**src/rtl/dds_pkg.sv**
```systemverilog
package dds_pkg;

  // Request codes carried on the command port
  typedef enum logic [1:0] {
    CMD_NONE  = 2'd0,
    CMD_FREQ  = 2'd1,
    CMD_PHASE = 2'd2,
    CMD_AMP   = 2'd3
  } cmd_e;

  // Default geometry of the engine
  localparam int unsigned DEF_TABLE_LEN  = 3406;
  localparam int unsigned DEF_FRAC_BITS  = 20;
  localparam int unsigned DEF_PHASE_W    = 32;
  localparam int unsigned DEF_DATA_W     = 16;
  localparam int unsigned DEF_STEP_DIV   = 7;
  localparam int unsigned DEF_WAIT_STEPS = 255;

endpackage

```
**src/rtl/dds_step_timer.sv**
```systemverilog
module dds_step_timer #(
  parameter int DIV = 7
) (
  input  logic clk,
  input  logic rst,
  output logic tick
);
  localparam int CW = (DIV > 1) ? $clog2(DIV) : 1;
  localparam logic [CW-1:0] LAST = CW'(DIV - 1);

  logic [CW-1:0] cnt;

  always_ff @(posedge clk) begin
    if (rst) begin
      cnt  <= '0;
      tick <= 1'b0;
    end else if (cnt == LAST) begin
      cnt  <= '0;
      tick <= 1'b1;
    end else begin
      cnt  <= cnt + CW'(1);
      tick <= 1'b0;
    end
  end

  // Checker: spacing between strobes, measured with its own counter
  logic [CW:0] gap;
  logic        seen;
  always_ff @(posedge clk) begin
    if (rst) begin
      gap  <= '0;
      seen <= 1'b0;
    end else if (tick) begin
      gap  <= '0;
      seen <= 1'b1;
    end else begin
      gap  <= gap + (CW+1)'(1);
    end
  end

  p_tick_single_r1: assert property (@(posedge clk) disable iff (rst)
    tick |=> !tick);
  p_tick_period_r1: assert property (@(posedge clk) disable iff (rst)
    (tick && seen) |-> (gap == (CW+1)'(DIV - 1)));

endmodule

```
**src/rtl/dds_startup.sv**
```systemverilog
module dds_startup #(
  parameter int WAIT = 255
) (
  input  logic clk,
  input  logic rst,
  input  logic tick,
  output logic running
);
  localparam int CW = $clog2(WAIT + 1);
  localparam logic [CW-1:0] LAST_WAIT = CW'(WAIT - 1);

  logic [CW-1:0] cnt;

  always_ff @(posedge clk) begin
    if (rst) begin
      cnt     <= '0;
      running <= 1'b0;
    end else if (tick && !running) begin
      cnt <= cnt + CW'(1);
      if (cnt == LAST_WAIT) running <= 1'b1;
    end
  end

  p_running_sticky_r3: assert property (@(posedge clk) disable iff (rst)
    running |=> running);
  p_start_on_tick_r3: assert property (@(posedge clk) disable iff (rst)
    (!running && !tick) |=> !running);

endmodule

```
**src/rtl/dds_cmd_regs.sv**
```systemverilog
module dds_cmd_regs import dds_pkg::*; #(
  parameter int          PHASE_W     = 32,
  parameter int          TABLE_LEN   = 3406,
  parameter int          FRAC_BITS   = 20,
  parameter int          DATA_W      = 16,
  parameter int unsigned TW_DEFAULT  = 1000006,
  parameter int unsigned AMP_DEFAULT = 32768
) (
  input  logic               clk,
  input  logic               rst,
  input  logic               tick,
  input  logic               running,
  input  logic [1:0]         cmd_code,
  input  logic [PHASE_W-1:0] cmd_value,
  output logic [PHASE_W-1:0] tuning,
  output logic [PHASE_W-1:0] offset,
  output logic [DATA_W:0]    amplitude,
  output logic               accept
);
  localparam int ACC_W = PHASE_W + 1;
  localparam logic [ACC_W-1:0] MODULUS = ACC_W'(TABLE_LEN) << FRAC_BITS;

  cmd_e code;
  assign code = cmd_e'(cmd_code);

  // Bring a value into [0, modulus) with one conditional subtraction
  function automatic logic [PHASE_W-1:0] fold(input logic [PHASE_W-1:0] v);
    if ({1'b0, v} >= MODULUS) return v - MODULUS[PHASE_W-1:0];
    else                      return v;
  endfunction

  always_ff @(posedge clk) begin
    if (rst) begin
      tuning    <= '0;
      offset    <= '0;
      amplitude <= '0;
      accept    <= 1'b0;
    end else if (tick) begin
      if (!running) begin
        tuning    <= PHASE_W'(TW_DEFAULT);
        amplitude <= (DATA_W+1)'(AMP_DEFAULT);
        offset    <= '0;
        accept    <= 1'b0;
      end else begin
        accept <= (code != CMD_NONE);
        offset <= '0;
        case (code)
          CMD_FREQ:  tuning    <= fold(cmd_value);
          CMD_PHASE: offset    <= fold(cmd_value);
          CMD_AMP:   amplitude <= {1'b0, cmd_value[DATA_W-1:0]};
          default:   ;
        endcase
      end
    end
  end

  p_accept_hold_r6: assert property (@(posedge clk) disable iff (rst)
    !tick |=> $stable(accept));
  p_wait_no_accept_r3: assert property (@(posedge clk) disable iff (rst)
    !running |-> !accept);
  p_offset_one_shot_r8: assert property (@(posedge clk) disable iff (rst)
    (tick && running && code != CMD_PHASE) |=> (offset == '0));
  p_tuning_folded_r5: assert property (@(posedge clk) disable iff (rst)
    ({1'b0, tuning} < MODULUS) && ({1'b0, offset} < MODULUS));
  p_amp_sign_clear_r9: assert property (@(posedge clk) disable iff (rst)
    !amplitude[DATA_W]);

endmodule

```
**src/rtl/dds_phase_core.sv**
```systemverilog
module dds_phase_core #(
  parameter int PHASE_W   = 32,
  parameter int TABLE_LEN = 3406,
  parameter int FRAC_BITS = 20,
  parameter int IDX_W     = 12
) (
  input  logic               clk,
  input  logic               rst,
  input  logic               tick,
  input  logic               running,
  input  logic [PHASE_W-1:0] tuning,
  input  logic [PHASE_W-1:0] offset,
  output logic [IDX_W-1:0]   index
);
  localparam int ACC_W = PHASE_W + 1;
  localparam int N_ADD = 2;
  localparam logic [ACC_W-1:0] MODULUS = ACC_W'(TABLE_LEN) << FRAC_BITS;
  localparam logic [IDX_W-1:0] IDX_LIMIT = IDX_W'(TABLE_LEN);

  logic [PHASE_W-1:0] acc;
  logic [PHASE_W-1:0] nxt;
  logic [PHASE_W-1:0] addend [N_ADD];
  logic [ACC_W-1:0]   sum;

  assign addend[0] = tuning;
  assign addend[1] = offset;

  // One compare-and-subtract stage per addend; each input is already below
  // the modulus, so every stage result stays below it too.
  always_comb begin
    nxt = acc;
    sum = '0;
    for (int k = 0; k < N_ADD; k++) begin
      sum = {1'b0, nxt} + {1'b0, addend[k]};
      if (sum >= MODULUS) nxt = sum[PHASE_W-1:0] - MODULUS[PHASE_W-1:0];
      else                nxt = sum[PHASE_W-1:0];
    end
  end

  always_ff @(posedge clk) begin
    if (rst) begin
      acc   <= '0;
      index <= '0;
    end else if (tick && running) begin
      acc   <= nxt;
      index <= nxt[FRAC_BITS +: IDX_W];
    end
  end

  p_phase_in_range_r4: assert property (@(posedge clk) disable iff (rst)
    {1'b0, acc} < MODULUS);
  p_index_range_r4: assert property (@(posedge clk) disable iff (rst)
    index < IDX_LIMIT);
  p_index_hold_r4: assert property (@(posedge clk) disable iff (rst)
    !tick |=> $stable(index));
  p_frozen_wait_r3: assert property (@(posedge clk) disable iff (rst)
    !running |=> $stable(acc));

endmodule

```
**src/rtl/dds_phase_engine.sv**
```systemverilog
module dds_phase_engine import dds_pkg::*; #(
  parameter int          STEP_DIV    = 7,
  parameter int          WAIT_STEPS  = 255,
  parameter int          TABLE_LEN   = 3406,
  parameter int          FRAC_BITS   = 20,
  parameter int          PHASE_W     = 32,
  parameter int          DATA_W      = 16,
  parameter int unsigned TW_DEFAULT  = 1000006,
  parameter int unsigned AMP_DEFAULT = 32768,
  localparam int         IDX_W       = $clog2(TABLE_LEN)
) (
  input  logic               clk,
  input  logic               rst,
  input  logic [1:0]         cmd_code,
  input  logic [PHASE_W-1:0] cmd_value,
  output logic               cmd_accept,
  output logic               step_tick,
  output logic [IDX_W-1:0]   table_index,
  output logic [DATA_W:0]    amplitude
);
  logic               running;
  logic [PHASE_W-1:0] tuning;
  logic [PHASE_W-1:0] offset;

  dds_step_timer #(.DIV(STEP_DIV)) u_timer (
    .clk  (clk),
    .rst  (rst),
    .tick (step_tick)
  );

  dds_startup #(.WAIT(WAIT_STEPS)) u_startup (
    .clk     (clk),
    .rst     (rst),
    .tick    (step_tick),
    .running (running)
  );

  dds_cmd_regs #(
    .PHASE_W     (PHASE_W),
    .TABLE_LEN   (TABLE_LEN),
    .FRAC_BITS   (FRAC_BITS),
    .DATA_W      (DATA_W),
    .TW_DEFAULT  (TW_DEFAULT),
    .AMP_DEFAULT (AMP_DEFAULT)
  ) u_regs (
    .clk       (clk),
    .rst       (rst),
    .tick      (step_tick),
    .running   (running),
    .cmd_code  (cmd_code),
    .cmd_value (cmd_value),
    .tuning    (tuning),
    .offset    (offset),
    .amplitude (amplitude),
    .accept    (cmd_accept)
  );

  dds_phase_core #(
    .PHASE_W   (PHASE_W),
    .TABLE_LEN (TABLE_LEN),
    .FRAC_BITS (FRAC_BITS),
    .IDX_W     (IDX_W)
  ) u_core (
    .clk     (clk),
    .rst     (rst),
    .tick    (step_tick),
    .running (running),
    .tuning  (tuning),
    .offset  (offset),
    .index   (table_index)
  );

endmodule

```
**config.mk**
```make
export PLATFORM = sky130hd
export DESIGN_NAME = dds_phase_engine
export DESIGN_NICKNAME = d
export VERILOG_FILES = /design/src/rtl/dds_pkg.sv /design/src/rtl/dds_step_timer.sv /design/src/rtl/dds_startup.sv /design/src/rtl/dds_cmd_regs.sv /design/src/rtl/dds_phase_core.sv /design/src/rtl/dds_phase_engine.sv
export SDC_FILE = /design/constraint.sdc
export NUM_CORES = 1
export LEC_CHECK = 0
export BUFFER_PORTS_ARGS = -buffer_cell sky130_fd_sc_hd__buf_2
export CAP_MARGIN = 20
export CORE_MARGIN = 4
export CORE_UTILIZATION = 50
export DETAILED_ROUTE_END_ITERATION = 10
export PLACE_DENSITY = 0.7
export SLEW_MARGIN = 15
export SYNTH_ARGS = -nofsm -noshare
export SYNTH_HDL_FRONTEND = slang
export SYNTH_SLANG_ARGS = --single-unit
```
**constraint.sdc**
```tcl
create_clock -name clk -period 8.3 [get_ports clk]
set_input_delay 2.075 -clock clk [delete_from_list [all_inputs] [get_ports clk]]
set_output_delay 2.075 -clock clk [all_outputs]
set_load 0.05 [all_outputs]
```
==> flow_summary.toml <==
[outcome]
status = "finished, final reports clean"

[pwr]
ir_worst_vdd_v = 0.000142
total_power_uw = 1490
p_leak_uw = 0.00445
power_density_nw_per_um2 = 140

[detailed_routing]
dr.pass1.iters = 7
via_count = 9550
via_per_inst = 6.11
final_antenna_net_count = 0
drcViolationCount = 0
wl_per_cell_um = 18.9
drtIter0Drc = 843
wl_um = 29500

[die]
initial_utilization = 0.513
core_area_um2 = 18900
dieWidth_um = 147
die-area_um2 = 21700
num_rows = 50
die_y_um = 147
ioPinCount = 67

[synth]
synth_cell_type_count = 90
synth.avg_cell_area_um2 = 7.60
synth_area_leader_cell = "dfxtp_1"
ys_ff_latch = 126
synthTopCellsByArea = "dfxtp_1 26%, ha_1 9.2%, a21oi_1 6.7%, nand2_1 5.9%, nor2_1 5.9%"
synth_edf_count = 0
synth_cells = 1275
synth_top_flop_cell = "dfxtp_1"
synth_warnings = 0
synth_top_cell_area_share = 0.260
synth_area_um2 = 9680
synth.net_count = 1384
ys_seq_area_frac = 0.260
async_flop_share = 0

[worst_setup_path]
critPathLaunch = "u_regs.tuning[3]"
critical_path.cell_chain = "ha_1, and2_1, a221oi_1, a21oi_1, o211ai_1, nand2_1, xor2_1, or4_1, nor4_1, a31oi_2, o21ai_1, mux2_2, ha_1, nand3_1, a211oi_1, nor2_1, o21bai_1, a21o_1, a41oi_1, xnor2_1, or3_2, o311ai_4, nand4_1, a311oi_1"
reg2reg_from = "u_regs.tuning[3]"
crit_fanout = 11
crit_arrival_ps = 7790
end_kind = "flip-flop"
cp_common_cell = "ha_1"
cp_slowest_stage_delay_ps = 570
slowest_stage = "or4_1"
crit_type = "flip-flop to flip-flop"
startpoint_type = "flip-flop"
required_ps = 8640

[global_route]
grt_max_degree = 90
first_global_vias = 8522
antenna_found_initial = 0
grt_pass1_wl_um = 46400
grt.overflow.total = 0
grt.total_usage = 0.268

[timing]
finalCritPeriodShare = 0.898
timing.clock.skew_ps = 12.8
tns_ps = 0
post-route-min-period_ps = 7450
max_slew.worst_pin.slew_ps = 990
rsz0062_at_grt = "no"
fmax_mhz = 134
slew_viol_final = 0
setup_viol_count_final = 0
finalHoldViolCount = 0
slew_headroom = 0.338

[final_layout]
drive_gt1_frac = 0.111
finalNonFillerCells = 1562
fin_nets = 1398
n_antenna_cell = 0
area_delta_synth_final_pct = 9.97

[place]
hpwl_um = 22200
portBuffers = 65
dpl.cell_count = 1530
place_congestion = 0.917

[clock_network]
htree_levels = 4
path_clk_slew_ps = 60
clk_latency_ps = 430
cts.sinks = 126
hold_buffers = 0
post_cts_buffers = 0
cts_resized = 0
cts_tree = "built"
cts_buffers = 17
cts-root-buf = "clkbuf_16"
clockBufferDepth = 2

[hold_path]
hp-start = "u_timer.cnt[0]"
hold_path.class = "flip-flop to flip-flop"

[flow_run]
max-cap-violations = 0
==> area by class of cell <==
class,count,area (um2)
Clock inverter,15,218
Inverter,25,93.8
Multi-Input combinational cell,1046,6680
Clock buffer,17,425
Sequential cell,126,2520
Timing Repair Buffer,73,388
Fill cell,1828,8240
Tap cell,260,325
==> stage by stage <==
| stage | utilization | area [um2] | hold slack (ps) | setup WS, ps |
|---|---|---|---|---|
| after floorplan | - | 9680 | 417 | 1900 |
| after global placement | 0.530 | 10000 | 436 | 1050 |
| after detailed placement | 0.530 | 10000 | 442 | 962 |
| after CTS | 0.564 | 10700 | 452 | 912 |
| after global routing | 0.564 | 10700 | 478 | 337 |
| final | 0.564 | 10700 | 456 | 850 |
==> synth_stat cells, types with 21 or more instances <==
master    instances
dfxtp_1         126
nor2_1          152
xnor2_1          35
xor2_1           26
o21ai_0          37
nand2_1         153
nor3_1           22
a21o_1           29
inv_1            25
a22oi_1          32
nand3_1          22
ha_1             71
a21oi_1         130
a211oi_1         21
clkbuf_1         59
nor2b_1          40
==> metal layers <==
| layer | track usage | part of all wire | vias to the layer above |
|---|---|---|---|
| met2 | 0.378 | 0.40 | 437 |
| met5 | 0 | 0 | - |
| met1 | 0.408 | 0.47 | 4407 |
| met3 | 0.0676 | 0.12 | 39 |
| li1 | - | - | 4667 |
| met4 | 0.0601 | 0.014 | 0 |
==> kinds of logic after synthesis <==
| kind of cell | count (synthesis) | share of synthesized area |
|---|---|---|
| simple gates | 510 | 0.254 |
| fa+ha+maj | 73 | 0.0959 |
| xor+xnor | 61 | 0.0552 |
| mux | 10 | 0.0106 |
| buf+inv | 103 | 0.0500 |
| compound gates | 391 | 0.273 |
| other cells | 1 | 0.000387 |
| flops | 126 | 0.260 |
==> critical path, delay by kind of cell (launching register included) <==
family	cells	cell delay, ps
compound gates	11	3050
xor+xnor	2	390
fa+ha+maj	2	770
flops	1	320
mux	1	380
simple gates	8	2470
==> placed cells by master, fill, tap and decap left out, drive strengths merged, types with 34 or more instances in the layout <==
cell   count
nor2     152
nor2b     40
xnor2     35
dfxtp    126
inv       34
o21ai     40
nand2    154
ha        71
buf       73
a21oi    132
==> state kept, by name, summed over array words and instances, names as in the netlist <==
signal,flops
u_core.acc,32
u_regs.accept,1
u_regs.amplitude,16
u_regs.offset,32
u_regs.tuning,32
u_startup.cnt,8
u_startup.running,1
u_timer.cnt,3
u_timer.tick,1
==> where the power goes <==
group | leakage (uW) | switching [uW] | internal, uW
Combinational | 0.00312 | 32.3 | 15.9
Clock | 0.000317 | 342 | 491
Sequential | 0.00101 | 1.31 | 606
==> worst paths after layout <==
check,endpoint,slack [ps],cells past startpoint
setup reg to reg,u_core.acc[28],850,24
hold / removal,u_timer.cnt[0],460,1
hold reg to reg,u_timer.cnt[0],460,1
setup / recovery,u_core.acc[28],850,24
(Power assumes the default switching activity.)
